## src/rtl/spi_xip_pkg.sv

```systemverilog
package spi_xip_pkg;
  localparam logic [7:0] FAST_READ_OP = 8'h0B;

  typedef enum logic [2:0] {
    ST_IDLE,
    ST_SHIFT,
    ST_FINISH,
    ST_HOLD,
    ST_GAP
  } xip_state_e;
endpackage

```

## src/rtl/spi_xip_sck_gen.sv

```systemverilog
module spi_xip_sck_gen #(
  parameter int HALF_DIV = 4
) (
  input  logic clk_i,
  input  logic rst_ni,
  input  logic en_i,
  output logic sck_o,
  output logic rise_o,
  output logic fall_o
);
  localparam int CW = (HALF_DIV > 1) ? $clog2(HALF_DIV) : 1;
  localparam logic [CW-1:0] TERM = CW'(HALF_DIV - 1);

  logic [CW-1:0] cnt_q;
  logic          sck_q;
  logic          term;

  assign term   = en_i && (cnt_q == TERM);
  assign rise_o = term && !sck_q;
  assign fall_o = term && sck_q;
  assign sck_o  = sck_q;

  always_ff @(posedge clk_i or negedge rst_ni) begin
    if (!rst_ni) begin
      cnt_q <= '0;
      sck_q <= 1'b0;
    end else if (!en_i) begin
      cnt_q <= '0;
      sck_q <= 1'b0;
    end else if (term) begin
      cnt_q <= '0;
      sck_q <= ~sck_q;
    end else begin
      cnt_q <= cnt_q + 1'b1;
    end
  end

  // every toggle is preceded by a full half period of the enable
  a_r9_no_early_toggle: assert property (@(posedge clk_i) disable iff (!rst_ni)
    (en_i && $past(en_i) && sck_o != $past(sck_o)) |-> $past(cnt_q) == TERM);
endmodule

```

## src/rtl/spi_xip_seq_track.sv

```systemverilog
module spi_xip_seq_track #(
  parameter int ADDR_W = 24
) (
  input  logic              clk_i,
  input  logic              rst_ni,
  input  logic              load_i,
  input  logic              clear_i,
  input  logic [ADDR_W-1:0] addr_i,
  output logic              hit_o
);
  logic [ADDR_W-1:0] last_q;
  logic              valid_q;

  assign hit_o = valid_q && (addr_i == last_q + 1'b1);

  always_ff @(posedge clk_i or negedge rst_ni) begin
    if (!rst_ni) begin
      last_q  <= '0;
      valid_q <= 1'b0;
    end else if (clear_i) begin
      valid_q <= 1'b0;
    end else if (load_i) begin
      last_q  <= addr_i;
      valid_q <= 1'b1;
    end
  end

  // a close leaves nothing to continue from
  a_r10_clear_kills_hit: assert property (@(posedge clk_i) disable iff (!rst_ni)
    clear_i |=> !hit_o);
endmodule

```

## src/rtl/spi_xip_reader.sv

```systemverilog
module spi_xip_reader
  import spi_xip_pkg::*;
#(
  parameter int ADDR_W     = 24,
  parameter int HALF_DIV   = 4,
  parameter int CS_GAP_SCK = 2,
  parameter int IDLE_TO    = 256
) (
  input  logic              clk_i,
  input  logic              rst_ni,
  input  logic              req_i,
  input  logic [ADDR_W-1:0] addr_i,
  output logic              rdy_o,
  output logic [7:0]        data_o,
  output logic              spi_cs_no,
  output logic              spi_sck_o,
  output logic              spi_mosi_o,
  input  logic              spi_miso_i
);
  localparam int TX_W      = 8 + ADDR_W;
  localparam int HDR_BITS  = TX_W + 8;
  localparam int DONE_BITS = HDR_BITS + 8;
  localparam int BC_W      = $clog2(DONE_BITS + 1);
  localparam int GAP_CYC   = 2 * CS_GAP_SCK * HALF_DIV;
  localparam int GAP_W     = $clog2(GAP_CYC + 1);
  localparam int TO_W      = $clog2(IDLE_TO + 1);

  xip_state_e       state_q;
  logic [TX_W-1:0]  tx_q;
  logic [7:0]       rx_q;
  logic [BC_W-1:0]  bit_q;
  logic [GAP_W-1:0] gap_q;
  logic [TO_W-1:0]  to_q;
  logic             cs_q, rdy_q;
  logic [7:0]       data_q;

  logic sck_en, sck_rise, sck_fall;
  logic seq_hit, seq_load, close_w;

  assign sck_en   = (state_q == ST_SHIFT) || (state_q == ST_FINISH);
  assign close_w  = (state_q == ST_HOLD) &&
                    ((req_i && !seq_hit) || (!req_i && to_q == TO_W'(IDLE_TO - 1)));
  assign seq_load = req_i && ((state_q == ST_IDLE) || (state_q == ST_HOLD && seq_hit));

  spi_xip_sck_gen #(.HALF_DIV(HALF_DIV)) u_sck (
    .clk_i  (clk_i),
    .rst_ni (rst_ni),
    .en_i   (sck_en),
    .sck_o  (spi_sck_o),
    .rise_o (sck_rise),
    .fall_o (sck_fall)
  );

  spi_xip_seq_track #(.ADDR_W(ADDR_W)) u_seq (
    .clk_i   (clk_i),
    .rst_ni  (rst_ni),
    .load_i  (seq_load),
    .clear_i (close_w),
    .addr_i  (addr_i),
    .hit_o   (seq_hit)
  );

  always_ff @(posedge clk_i or negedge rst_ni) begin
    if (!rst_ni) begin
      state_q <= ST_IDLE;
      tx_q    <= '0;
      rx_q    <= '0;
      bit_q   <= '0;
      gap_q   <= '0;
      to_q    <= '0;
      cs_q    <= 1'b1;
      rdy_q   <= 1'b0;
      data_q  <= '0;
    end else begin
      rdy_q <= 1'b0;
      unique case (state_q)
        ST_IDLE: if (req_i) begin
          cs_q    <= 1'b0;
          tx_q    <= {FAST_READ_OP, addr_i};
          bit_q   <= '0;
          state_q <= ST_SHIFT;
        end
        ST_SHIFT: begin
          if (sck_rise) begin
            bit_q <= bit_q + 1'b1;
            if (bit_q >= BC_W'(HDR_BITS)) rx_q <= {rx_q[6:0], spi_miso_i};
            if (bit_q == BC_W'(DONE_BITS - 1)) begin
              data_q  <= {rx_q[6:0], spi_miso_i};
              rdy_q   <= 1'b1;
              state_q <= ST_FINISH;
            end
          end
          if (sck_fall) tx_q <= tx_q << 1;
        end
        ST_FINISH: if (sck_fall) begin
          to_q    <= '0;
          state_q <= ST_HOLD;
        end
        ST_HOLD: begin
          if (close_w) begin
            cs_q    <= 1'b1;
            gap_q   <= '0;
            state_q <= ST_GAP;
          end else if (req_i) begin
            bit_q   <= BC_W'(HDR_BITS);
            state_q <= ST_SHIFT;
          end else begin
            to_q <= to_q + 1'b1;
          end
        end
        ST_GAP: begin
          if (gap_q == GAP_W'(GAP_CYC - 1)) state_q <= ST_IDLE;
          else gap_q <= gap_q + 1'b1;
        end
        default: state_q <= ST_IDLE;
      endcase
    end
  end

  assign spi_cs_no  = cs_q;
  assign spi_mosi_o = tx_q[TX_W-1];
  assign rdy_o      = rdy_q;
  assign data_o     = data_q;

  // checker state: length of the current deselect interval
  logic [GAP_W-1:0] hi_cnt_q;
  logic             ever_low_q;
  always_ff @(posedge clk_i or negedge rst_ni) begin
    if (!rst_ni) begin
      hi_cnt_q   <= '0;
      ever_low_q <= 1'b0;
    end else if (spi_cs_no) begin
      if (hi_cnt_q != GAP_W'(GAP_CYC)) hi_cnt_q <= hi_cnt_q + 1'b1;
    end else begin
      hi_cnt_q   <= '0;
      ever_low_q <= 1'b1;
    end
  end

  a_r8_sck_low_deselected: assert property (@(posedge clk_i) disable iff (!rst_ni)
    spi_cs_no |-> !spi_sck_o);
  a_r8_mosi_stable_sck_high: assert property (@(posedge clk_i) disable iff (!rst_ni)
    spi_sck_o |-> $stable(spi_mosi_o));
  a_r4_rdy_single_cycle: assert property (@(posedge clk_i) disable iff (!rst_ni)
    rdy_o |=> !rdy_o);
  a_r4_data_only_with_rdy: assert property (@(posedge clk_i) disable iff (!rst_ni)
    !$stable(data_o) |-> rdy_o);
  a_r6_cs_min_gap: assert property (@(posedge clk_i) disable iff (!rst_ni)
    ($fell(spi_cs_no) && ever_low_q) |-> hi_cnt_q >= GAP_W'(GAP_CYC));
endmodule

```

## config.mk

```make
export PLATFORM = sky130hd
export DESIGN_NAME = spi_xip_reader
export DESIGN_NICKNAME = d
export VERILOG_FILES = /design/src/rtl/spi_xip_pkg.sv /design/src/rtl/spi_xip_sck_gen.sv /design/src/rtl/spi_xip_seq_track.sv /design/src/rtl/spi_xip_reader.sv
export SDC_FILE = /design/constraint.sdc
export NUM_CORES = 1
export LEC_CHECK = 0
export ABC_AREA = 1
export BUFFER_PORTS_ARGS = -buffer_cell sky130_fd_sc_hd__buf_4
export CAP_MARGIN = 0
export CORE_MARGIN = 2
export CORE_UTILIZATION = 55
export CTS_CLUSTER_SIZE = 10
export DETAILED_ROUTE_END_ITERATION = 8
export PLACE_DENSITY = 0.78
export SLEW_MARGIN = 20
export SYNTH_ARGS = -nofsm -noshare
export SYNTH_HDL_FRONTEND = slang
export SYNTH_HIERARCHICAL = 1
export SYNTH_SLANG_ARGS = --single-unit
```

## constraint.sdc

```tcl
create_clock -name clk_i -period 5.73 [get_ports clk_i]
set_input_delay 0.2865 -clock clk_i [delete_from_list [all_inputs] [get_ports clk_i]]
set_output_delay 0.2865 -clock clk_i [all_outputs]
set_load 0.03 [all_outputs]
```

==> results of run 1 <==
## per-stage QoR
stage | hold WS (ps) | cell area [um2] | power (mW) | utilization [%]
2_1_floorplan | -9.09 | 5710 | 2.19 | -
3_3_place_gp | 288 | 6060 | 2.40 | 59.5
3_5_place_dp | 295 | 6060 | 2.46 | 59.5
4_1_cts | 91.0 | 6280 | 2.92 | 61.6
5_1_grt | 108 | 6280 | 3.16 | 61.6
6_report | 107 | 6280 | 2.91 | 61.6
## sequential cells by signal, indices dropped and copies added, names as in the netlist
| signal | flops |
|---|---|
| to_q | 9 |
| gap_q | 5 |
| bit_q | 6 |
| u_sck/cnt_q | 2 |
| state_q | 3 |
| rx_q | 7 |
| spi_cs_no | 1 |
| u_seq/last_q | 24 |
| u_sck/sck_o | 1 |
| u_seq/valid_q | 1 |
| rdy_o | 1 |
| data_o | 8 |
| tx_q | 32 |
## path summary, 6_finish.rpt
path | start | slack (ps) | depth (start not counted) | end
max | u_seq/last_q[0]$_DFFE_PN0P_ | 2380 | 18 | u_seq/last_q[20]$_DFFE_PN0P_
min | spi_miso_i | 110 | 3 | data_o[0]$_DFFE_PN0P_
max reg2reg | u_seq/last_q[0]$_DFFE_PN0P_ | 2380 | 18 | u_seq/last_q[20]$_DFFE_PN0P_
min reg2reg | u_sck/cnt_q[0]$_DFF_PN0_ | 450 | 1 | u_sck/cnt_q[0]$_DFF_PN0_
max in group asynchronous | rst_ni | 4160 | 3 | gap_q[4]$_DFFE_PN0P_
min in group asynchronous | rst_ni | 400 | 2 | u_seq/last_q[6]$_DFFE_PN0P_
## routing by layer
layer / track usage, % / vias to the layer above
met5: 0 / -
li1: - / 2404
met1: 31.6 / 2307
met4: 7.61 / 0
met3: 3.80 / 17
met2: 38.0 / 87
## power by group
part	switching [mW]	internal, mW
Clock	0.280	0.173
Combinational	0.831	0.474
Sequential	0.212	0.943
Total	1.32	1.59
## placed cells by master (no fill, tap or decap), types with 2 or more instances in the layout
master,instances
inv_6,2
nand2_1,187
buf_4,41
clkinv_1,3
inv_2,5
o21ai_2,3
nor2_2,3
inv_1,67
xor2_1,17
nor2_4,8
nand4_1,2
mux2_2,18
o21ai_1,21
nand2_2,6
ha_1,8
or2_2,3
nand2_4,3
o21ai_0,94
o211ai_1,2
o31ai_1,2
clkinv_8,2
xnor2_1,8
o21bai_1,4
nor2_1,79
clkinv_4,2
a21oi_1,3
clkbuf_8,9
nand3b_1,2
nand3_4,4
dfrtp_1,99
nand3_1,53
## logic make-up after synthesis
group,after synthesis,share of synthesized area (%)
AOI/OAI and AO/OA,129,11.8
buffers and inverters,97,7.27
and+or+nand+nor,353,27.9
xor gates and xnor gates,25,3.83
muxes,18,3.55
adders and majority gates,8,1.75
DFF,100,43.8
## area by class of cell
type	count	area, um2
Clock buffer	9	124
Inverter	76	288
Timing Repair Buffer	42	318
Clock inverter	7	78.8
Sequential cell	100	2500
Tap cell	136	170
Multi-Input combinational cell	533	2790
Fill cell	896	3910
## timing repair
action,4_1_cts,5_1_grt
endpoints found under the hold margin,36,0
setup endpoints to repair,0,0
hold buffers,1,0
buffers inserted,0,0
## worst max-delay path: stages, from the launching register on
cell and delay [ps]:
dfrtp_1 440, ha_1 230, nand2_2 120, nor2_8 170, nand3_1 180, nor2_1 160
xor2_1 90, nor2_1 100, nand3_1 70, nor2_1 160, nand2_1 130, nand2_1 80
nand2_1 90, nand2_2 110, nand2_1 60, nor2_1 80, inv_1 60, or2_2 530
mux2_2 370
==> key figures, run 1 <==
Clock network
  – CTS tree: built
  – Clock latency at the later pin of the worst-skew pair: 380 ps
  – Clock root buffer: clkbuf_8
  – Clock-pin transition on the worst setup and hold timing paths: 110 ps
  – TritonCTS Buffers: 9
  – Sink Count: 100
  – Htree depth: 3
  – CTS resizes: 0
  – Clk buf depth: 2

Timing
  – Setup violators final: 0
  – RSZ-0062 raised after global routing: false
  – Setup TNS Final: 0 ps
  – Max-slew violation count: 0
  – Fmax: 298 MHz
  – Fin worst setup slack: 2380 ps
  – Final Cycle Share: 58.5%
  – Worst Max-Slew Pin Slew: 772 ps
  – Final number of hold-violating endpoints: 0
  – Final min period: 3350 ps
  – Max-slew headroom: 48.6%
  – Clock Skew: 9.82 ps

Yosys
  – Ys flop type: dfrtp_1
  – Syn nets: 766
  – Synth Instances: 730
  – Ys async rst share: 100%
  – Yosys top cell by area: dfrtp_1
  – Top cells by area, synth: dfrtp_1 43%, nand2_1 12%, o21ai_0 8.2%
  – Post-synth EDFFs: 0
  – Most frequent cell after synthesis: nand2_1
  – Synth cell types: 35
  – Register area share after synthesis: 43.8%
  – Post-synth top area share: 43.4%
  – Synth cell count leaders: 187 x nand2_1, 99 x dfrtp_1, 94 x o21ai_0, 79 x nor2_1, 67 x inv_1
  – Synthesis Warnings: 6
  – Synthesized area per cell: 7.83 um2
  – Mapped Area: 5710 um2
  – #FFs+latches synth: 100

Floorplan
  – Die width: 106 um
  – Core ar.: 10200 um2
  – Initial Utilization: 56.1%
  – Row count: 37
  – DIE AREA: 11200 um2
  – Top-Level Pins: 40
  – Die Span Y: 106 um

Worst setup path
  – CP Max Fanout: 30
  – CP endpoint kind: flop
  – Crit path required time: 5990 ps
  – CP Data Arrival Time: 3620 ps
  – CP Class: reg -> reg
  – Crit start category: flop

Route
  – DR top layer: met4
  – Drt pass-1 iters: 5
  – Vias post-DR: 4815
  – Antenna-violating nets left: 0
  – Post-DR wirelength/cell: 13.9 um
  – Met1 wire length: 5800 um
  – DRC: 0
  – Met2 Wirelength: 6050 um
  – Met3 WL: 446 um
  – 1st-iter DRT viols: 308
  – WL final: 12500 um
  – Vias per cell: 5.33

Global route
  – Initial antenna violation count: 0
  – Pin count of the biggest net entering global routing: 64
  – GRT Util Overall: 23.2%
  – Vias in the first global route: 4542
  – Congestion Overflow GR: 0
  – First-pass GRT wire length: 21000 um

Power and ir drop
  – PD cells: 464 nW/um2
  – Max VDD drop: 228 uV
  – Leakage power: 3.04 nW

Place
  – Number of port buffers: 39
  – Dpl hpwl: 9000 um
  – Gpl congestion: 0.926
  – Post-Place Worst Slack: 2430 ps
  – Cell Count Post-Placement: 886

Status
  – Status: complete, no violations

Min path
  – Tightest Hold Check Type: in -> reg

Finish
  – Nets: 798
  – Fin cells: 903
  – Share of layout cells above drive strength 1: 14.9%
  – Area delta synth->final: 9.86%
  – Diode count: 0

Flow run
  – Max-cap viol count: 0
No activity file was read; power rests on OpenSTA's default activity.
==> run 2: changes to the inputs <==
Clock period 5.73 ns to 3.44 ns, I/O delays scaled along.
==> key figures, run 2 (same netlist as run 1, synthesis figures left out) <==
Global route
  – Initial antenna violation count: 0 (unchanged)
  – First-pass GRT wire length: 21200 um (+1.1%)
  – Pin count of the biggest net entering global routing: 44 (-31%)
  – Congestion Overflow GR: 0 (unchanged)
  – GRT Util Overall: 23.6% (+0.37 points)
  – Vias in the first global route: 4581 (+0.86%)

Finish
  – Nets: 802 (+0.50%)
  – Share of layout cells above drive strength 1: 15.1% (+0.22 points)
  – Commonest cells after routing, fill and taps aside: 187 x nand2_1, 98 x dfrtp_1, 94 x o21ai_0, 79 x nor2_1, 67 x inv_1
  – Biggest register: tx_q
  – Design area: 6290 um2 (+0.26%)
  – Commonest non-fill, non-tap cell in the layout: nand2_1
  – Largest regs: tx_q: 32 flops, u_seq/last_q: 24 flops, to_q: 9 flops
  – Max FFs per register: 32 (unchanged)
  – Area delta synth->final: 10.1%
  – Diode count: 0 (unchanged)
  – Finished Core Util: 61.8% (+0.16 points)

Floorplan
  – Die width: 106 um (unchanged)
  – Top-Level Pins: 40 (unchanged)
  – Core ar.: 10200 um2 (unchanged)
  – Initial Utilization: 56.1% (unchanged)
  – Die Span Y: 106 um (unchanged)
  – DIE AREA: 11200 um2 (unchanged)
  – Row count: 37 (unchanged)

Place
  – Area after DPL: 6080 um2 (+0.25%)
  – Dpl hpwl: 8770 um (-2.6%)
  – Number of port buffers: 39 (unchanged)
  – Gpl congestion: 0.904 (-2.4%)

Clock network
  – Clock latency at the later pin of the worst-skew pair: 380 ps (about the same)
  – Sink Count: 100 (unchanged)
  – Clk buf depth: 2 (unchanged)
  – CTS tree: built
  – Htree depth: 3 (unchanged)
  – TritonCTS Buffers: 9 (unchanged)
  – Clock-pin transition on the worst setup and hold timing paths: 100 ps (about the same)
  – Clock root buffer: clkbuf_8

Power and ir drop
  – Post-route total power: 4.87 mW (+67%)
  – Comb pwr share: 45.6% (+0.8 points)
  – P_int: 2.72 mW (+71%)
  – Net Sw Frac: 44.1% (-1.3 points)
  – Leakage power: 3.04 nW (about the same)
  – Max VDD drop: 332 uV (+46%)
  – Clock group share of total power: 15.1% (-0.4 points)
  – PD cells: 773 nW/um2 (+67%)
  – Reg power frac: 39.3% (-0.3 points)
  – Psw: 2.15 mW (+62%)

Route
  – Vias per cell: 5.28 (-0.97%)
  – 1st-iter DRT viols: 314 (+1.9%)
  – Antenna-violating nets left: 0 (unchanged)
  – WL final: 12300 um (-1.4%)
  – Drt pass-1 iters: 5 (unchanged)
  – DRC: 0 (unchanged)
  – Post-DR wirelength/cell: 13.6 um (-1.6%)
  – Vias post-DR: 4779 (-0.75%)

Timing
  – RSZ-0062 raised after global routing: false
  – Min Hold Slack: 54.4 ps (-52.3 ps)
  – Worst Max-Slew Pin Slew: 609 ps (-163 ps)
  – Setup TNS Final: 0 ps (unchanged)
  – Max-slew headroom: 59.3% (+11 points)
  – Clock Skew: 12.6 ps (+2.74 ps)
  – Final number of hold-violating endpoints: 0 (unchanged)
  – Max-slew violation count: 0 (unchanged)
  – Setup violators final: 0 (unchanged)
  – Final min period: 3110 ps (-245 ps)
  – Fmax: 322 MHz (+7.9%)
  – Final Cycle Share: 90.4% (+32 points)

Worst setup path
  – Worst Setup SP: u_seq/last_q[1]$_DFFE_PN0P_
  – CP max stage delay: 420 ps (-110 ps)
  – Crit path cell chain: ha_2, nand2_2, nor2_8, nand2_4, nor2_4, nand2_1, nand2_1, nand2_1, clkinv_1, nand2_1, nor2_1, nand2_1, nor2_1, nand2_1, nand2_1, nand2_1, nand2_2, nand2_1, nor2_1, inv_1, or2_4, mux2_2
  – Reg2reg start: u_seq/last_q[1]$_DFFE_PN0P_
  – Crit path required time: 3700 ps (-2290 ps)
  – Critical Path Most Common Cell: nand2_1
  – Crit start category: flop
  – CP Class: reg -> reg
  – CP Max Fanout: 15 (-50%)
  – CP endpoint kind: flop
  – CP max stage cell: dfrtp_1
  – Top delay family on crit path: simple AND/OR/NAND/NOR gates
  – CP Data Arrival Time: 3370 ps (-250 ps)
  – Crit path buffers/inverters: 2 (+1)

Min path
  – Hold_sp: addr_i[0]
  – Tightest Hold Check Type: in -> reg

Flow run
  – Max-cap viol count: 0 (unchanged)

Status
  – Status: complete, no violations
==> run 2: what timing repair did <==
| action | CTS | global route |
|---|---|---|
| hold buffers | 2 | 0 |
| gates resized for setup | 0 | 4 |
| setup buffers | 0 | 0 |
| hold endpoints to repair | 43 | 0 |
| setup endpoints to repair | 0 | 24 |
==> run 2: power groups by stage <==
stage | registers [mW] | clock network, mW | logic (mW)
after floorplan | 1.84 | 0 | 1.81
after global placement | 1.91 | 0 | 2.11
after detailed placement | 1.92 | 0 | 2.17
after CTS | 1.90 | 0.755 | 2.19
after global routing | 1.97 | 0.800 | 2.54
final | 1.91 | 0.736 | 2.22
==> run 2: area by class of cell <==
| class | instances | area [um2] |
|---|---|---|
| repair buffers | 45 | 343 |
| inverters | 76 | 288 |
| fillers | 915 | 3890 |
| multi-input cells | 534 | 2810 |
| clock buffers | 10 | 128 |
| well taps | 136 | 170 |
| flip-flops and latches | 100 | 2500 |
| clock inverters | 4 | 51.3 |
==> run 2: final timing paths <==
kind	to	slack (ps)	cells past startpoint
worst max-delay path	u_seq/last_q[15]$_DFFE_PN0P_	330	22
worst min-delay path	tx_q[0]$_DFFE_PN0P_	50	3
worst max register to register	u_seq/last_q[15]$_DFFE_PN0P_	330	22
worst min register to register	u_sck/cnt_q[0]$_DFF_PN0_	440	1
max in group asynchronous	spi_cs_no$_DFFE_PN1P_	2240	3
min in group asynchronous	u_seq/last_q[6]$_DFFE_PN0P_	310	2
==> run 2: per-stage QoR <==
step	std cells	setup WS (ps)
global placement	888	224
global route	905	18.1
detailed placement	888	97.0
finish	905	330
CTS	904	59.2
floorplan	730	557
==> run 2: worst register-to-register path, stage by stage (launching register included) <==
cell and delay (ps):
dfrtp_1 420, ha_2 230, nand2_2 110, nor2_8 180, nand2_4 90, nor2_4 120
nand2_1 60, nand2_1 50, nand2_1 50, clkinv_1 40, nand2_1 40, nor2_1 90
nand2_1 50, nor2_1 160, nand2_1 140, nand2_1 90, nand2_1 90, nand2_2 110
nand2_1 60, nor2_1 80, inv_1 90, or2_4 340, mux2_2 310
==> run 2: routing by layer <==
metal / GRT usage [%] / part of all wire, %
met4: 9.87 / 2.3
met1: 32.0 / 47
met2: 38.1 / 47
met3: 3.37 / 3.7
met5: 0 / 0
==> run 3: changes to the inputs <==
Settings changed: REMOVE_ABC_BUFFERS from default to 1.
==> key figures, run 3 (same netlist as run 1, synthesis figures left out) <==
Power and ir drop
  – Max VDD drop: 374 uV (+12%)
  – Leakage power: 3.04 nW (about the same)
  – PD cells: 766 nW/um2 (-0.98%)
  – Post-route total power: 4.81 mW (-1.1%)

Timing
  – Final number of hold-violating endpoints: 0 (unchanged)
  – Max-slew violation count: 0 (unchanged)
  – RSZ-0062 raised after global routing: false
  – Fmax: 321 MHz (-0.13%)
  – Final min period: 3110 ps (+4.20 ps)
  – Setup TNS Final: 0 ps (unchanged)
  – Final Cycle Share: 90.5% (+0.12 points)
  – Fin worst setup slack: 326 ps (-4.20 ps)
  – Clock Skew: 14.7 ps (+2.18 ps)
  – Worst Max-Slew Pin Slew: 596 ps (-12.5 ps)
  – Setup violators final: 0 (unchanged)
  – Max-slew headroom: 60.2% (+0.83 points)

Place
  – Post-Place Worst Slack: 176 ps (+78.9 ps)
  – Cell Count Post-Placement: 888 (unchanged)
  – Dpl hpwl: 8850 um (+0.98%)
  – Gpl congestion: 0.885 (-2.1%)
  – Area after DPL: 6080 um2 (unchanged)
  – Number of port buffers: 39 (unchanged)

Finish
  – Design area: 6280 um2 (-0.14%)
  – Area delta synth->final: 9.99%
  – Fin cells: 906 (+0.11%)
  – Commonest non-fill, non-tap cell in the layout: nand2_1
  – Filler Cells Inserted: 929 (+1.5%)
  – Share of layout cells above drive strength 1: 15.1% (-0.020 points)
  – Max FFs per register: 32 (unchanged)
  – Nets: 801 (-0.12%)
  – Commonest cells after routing, fill and taps aside: 187 x nand2_1, 99 x dfrtp_1, 94 x o21ai_0, 79 x nor2_1, 67 x inv_1
  – Largest regs: tx_q: 32 flops, u_seq/last_q: 24 flops, to_q: 9 flops
  – Diode count: 0 (unchanged)
  – Biggest register: tx_q

Clock network
  – Clk buf depth: 2 (unchanged)
  – Clock-pin transition on the worst setup and hold timing paths: 110 ps (about the same)
  – Sink Count: 100 (unchanged)
  – Postcts setup bufs: 0 (unchanged)
  – TritonCTS Buffers: 9 (unchanged)
  – Htree depth: 3 (unchanged)
  – Clock latency at the later pin of the worst-skew pair: 380 ps (about the same)
  – Clock root buffer: clkbuf_8
  – CTS tree: built

Route
  – Drt pass-1 iters: 7 (+2)
  – Vias post-DR: 4876 (+2.0%)
  – 1st-iter DRT viols: 262 (-17%)
  – Vias per cell: 5.38 (+1.9%)
  – DRC: 0 (unchanged)
  – Antenna-violating nets left: 0 (unchanged)
  – Post-DR wirelength/cell: 13.5 um (-1.1%)
  – WL final: 12200 um (-1.0%)

Worst setup path
  – Internal reg-to-reg setup slack: 330 ps (about the same)
  – CP Class: reg -> reg
  – Crit start category: flop
  – Crit path required time: 3710 ps (about the same)
  – CP Max Fanout: 30 (+15)
  – CP endpoint kind: flop
  – CP Data Arrival Time: 3380 ps (about the same)

Global route
  – First-pass GRT wire length: 21400 um (+0.72%)
  – Congestion Overflow GR: 0 (unchanged)
  – GRT Util Overall: 23.5% (-0.084 points)
  – Initial antenna violation count: 0 (unchanged)
  – Pin count of the biggest net entering global routing: 45 (+2.3%)
  – Vias in the first global route: 4716 (+2.9%)

Floorplan
  – Die width: 106 um (unchanged)
  – Top-Level Pins: 40 (unchanged)
  – Initial Utilization: 56.1% (unchanged)
  – DIE AREA: 11200 um2 (unchanged)
  – Row count: 37 (unchanged)
  – Core ar.: 10200 um2 (unchanged)
  – Die Span Y: 106 um (unchanged)

Status
  – Status: complete, no violations

Min path
  – Tightest Hold Check Type: in -> reg

Flow run
  – Max-cap viol count: 0 (unchanged)
-- run 3: cell count changes in the layout (fill, tap and decap cells not counted) --
cell,previous run,this run
bufinv_16,1,0
dfrtp_2,1,0
dfrtp_1,98,99
ha_1,7,8
inv_6,1,2
clkbuf_1,1,0
inv_8,0,1
or2_4,2,1
ha_2,1,0
clkinv_4,0,2
-- run 3: power by group --
group	internal, mW	switching, mW
sequential	1.57	0.348
combinational	0.802	1.38
clock	0.274	0.437
total	2.65	2.16
-- run 3: routing by layer --
| layer | share of wire, % | global-route usage (%) | vias to the layer above |
|---|---|---|---|
| met3 | 5.0 | 5.40 | 12 |
| li1 | - | - | 2421 |
| met2 | 49 | 39.6 | 106 |
| met4 | 1.1 | 6.20 | 0 |
| met5 | 0 | 0 | - |
| met1 | 45 | 30.7 | 2337 |
-- run 3: per-stage QoR --
step / utilization (%) / hold slack, ps
6_report: 61.7 / 45.6
4_1_cts: 61.7 / 26.5
3_5_place_dp: 59.7 / 170
5_1_grt: 61.7 / 40.1
2_1_floorplan: - / -124
3_3_place_gp: 59.7 / 165
-- run 3: final cells by class --
cell class / instances / area [um2] / share of cell area [%]
clock inverter: 7 / 58.8 / 0.936
inverter: 76 / 288 / 4.58
sequential: 100 / 2500 / 39.8
timing repair buffer: 45 / 343 / 5.46
tap: 136 / 170 / 2.71
multi-input combinational: 533 / 2800 / 44.5
clock buffer: 9 / 124 / 1.97
-- run 3: worst paths after layout --
check	cells past startpoint	start	to
max in group asynchronous	3	rst_ni	tx_q[11]$_DFFE_PN0P_
worst max register to register	20	u_seq/last_q[0]$_DFFE_PN0P_	u_seq/last_q[11]$_DFFE_PN0P_
worst min register to register	1	u_sck/cnt_q[0]$_DFF_PN0_	u_sck/cnt_q[0]$_DFF_PN0_
worst min-delay path	3	addr_i[0]	tx_q[0]$_DFFE_PN0P_
worst max-delay path	20	u_seq/last_q[0]$_DFFE_PN0P_	u_seq/last_q[11]$_DFFE_PN0P_
min in group asynchronous	2	rst_ni	u_seq/last_q[16]$_DFFE_PN0P_
-- run 3: critical path, cell delays in order, from the launching register on --
cell	delay (ps)
dfrtp_1	440
ha_1	240
nand2_2	120
nor2_8	160
nand2_4	90
o21bai_1	130
nand2_1	70
nor2_1	100
nand2_1	70
nor2_1	80
nand2_1	60
nor2_1	140
nand2_1	130
nand2_1	90
nand2_1	90
nand2_2	110
nand2_1	60
nor2_1	80
inv_1	60
or2_4	370
mux2_2	320
-- run 3: what timing repair did --
| action | 4_1_cts | 5_1_grt |
|---|---|---|
| hold buffers | 2 | 0 |
| setup endpoints to repair | 0 | 24 |
| resized for setup | 0 | 1 |
| endpoints found under the hold margin | 35 | 0 |
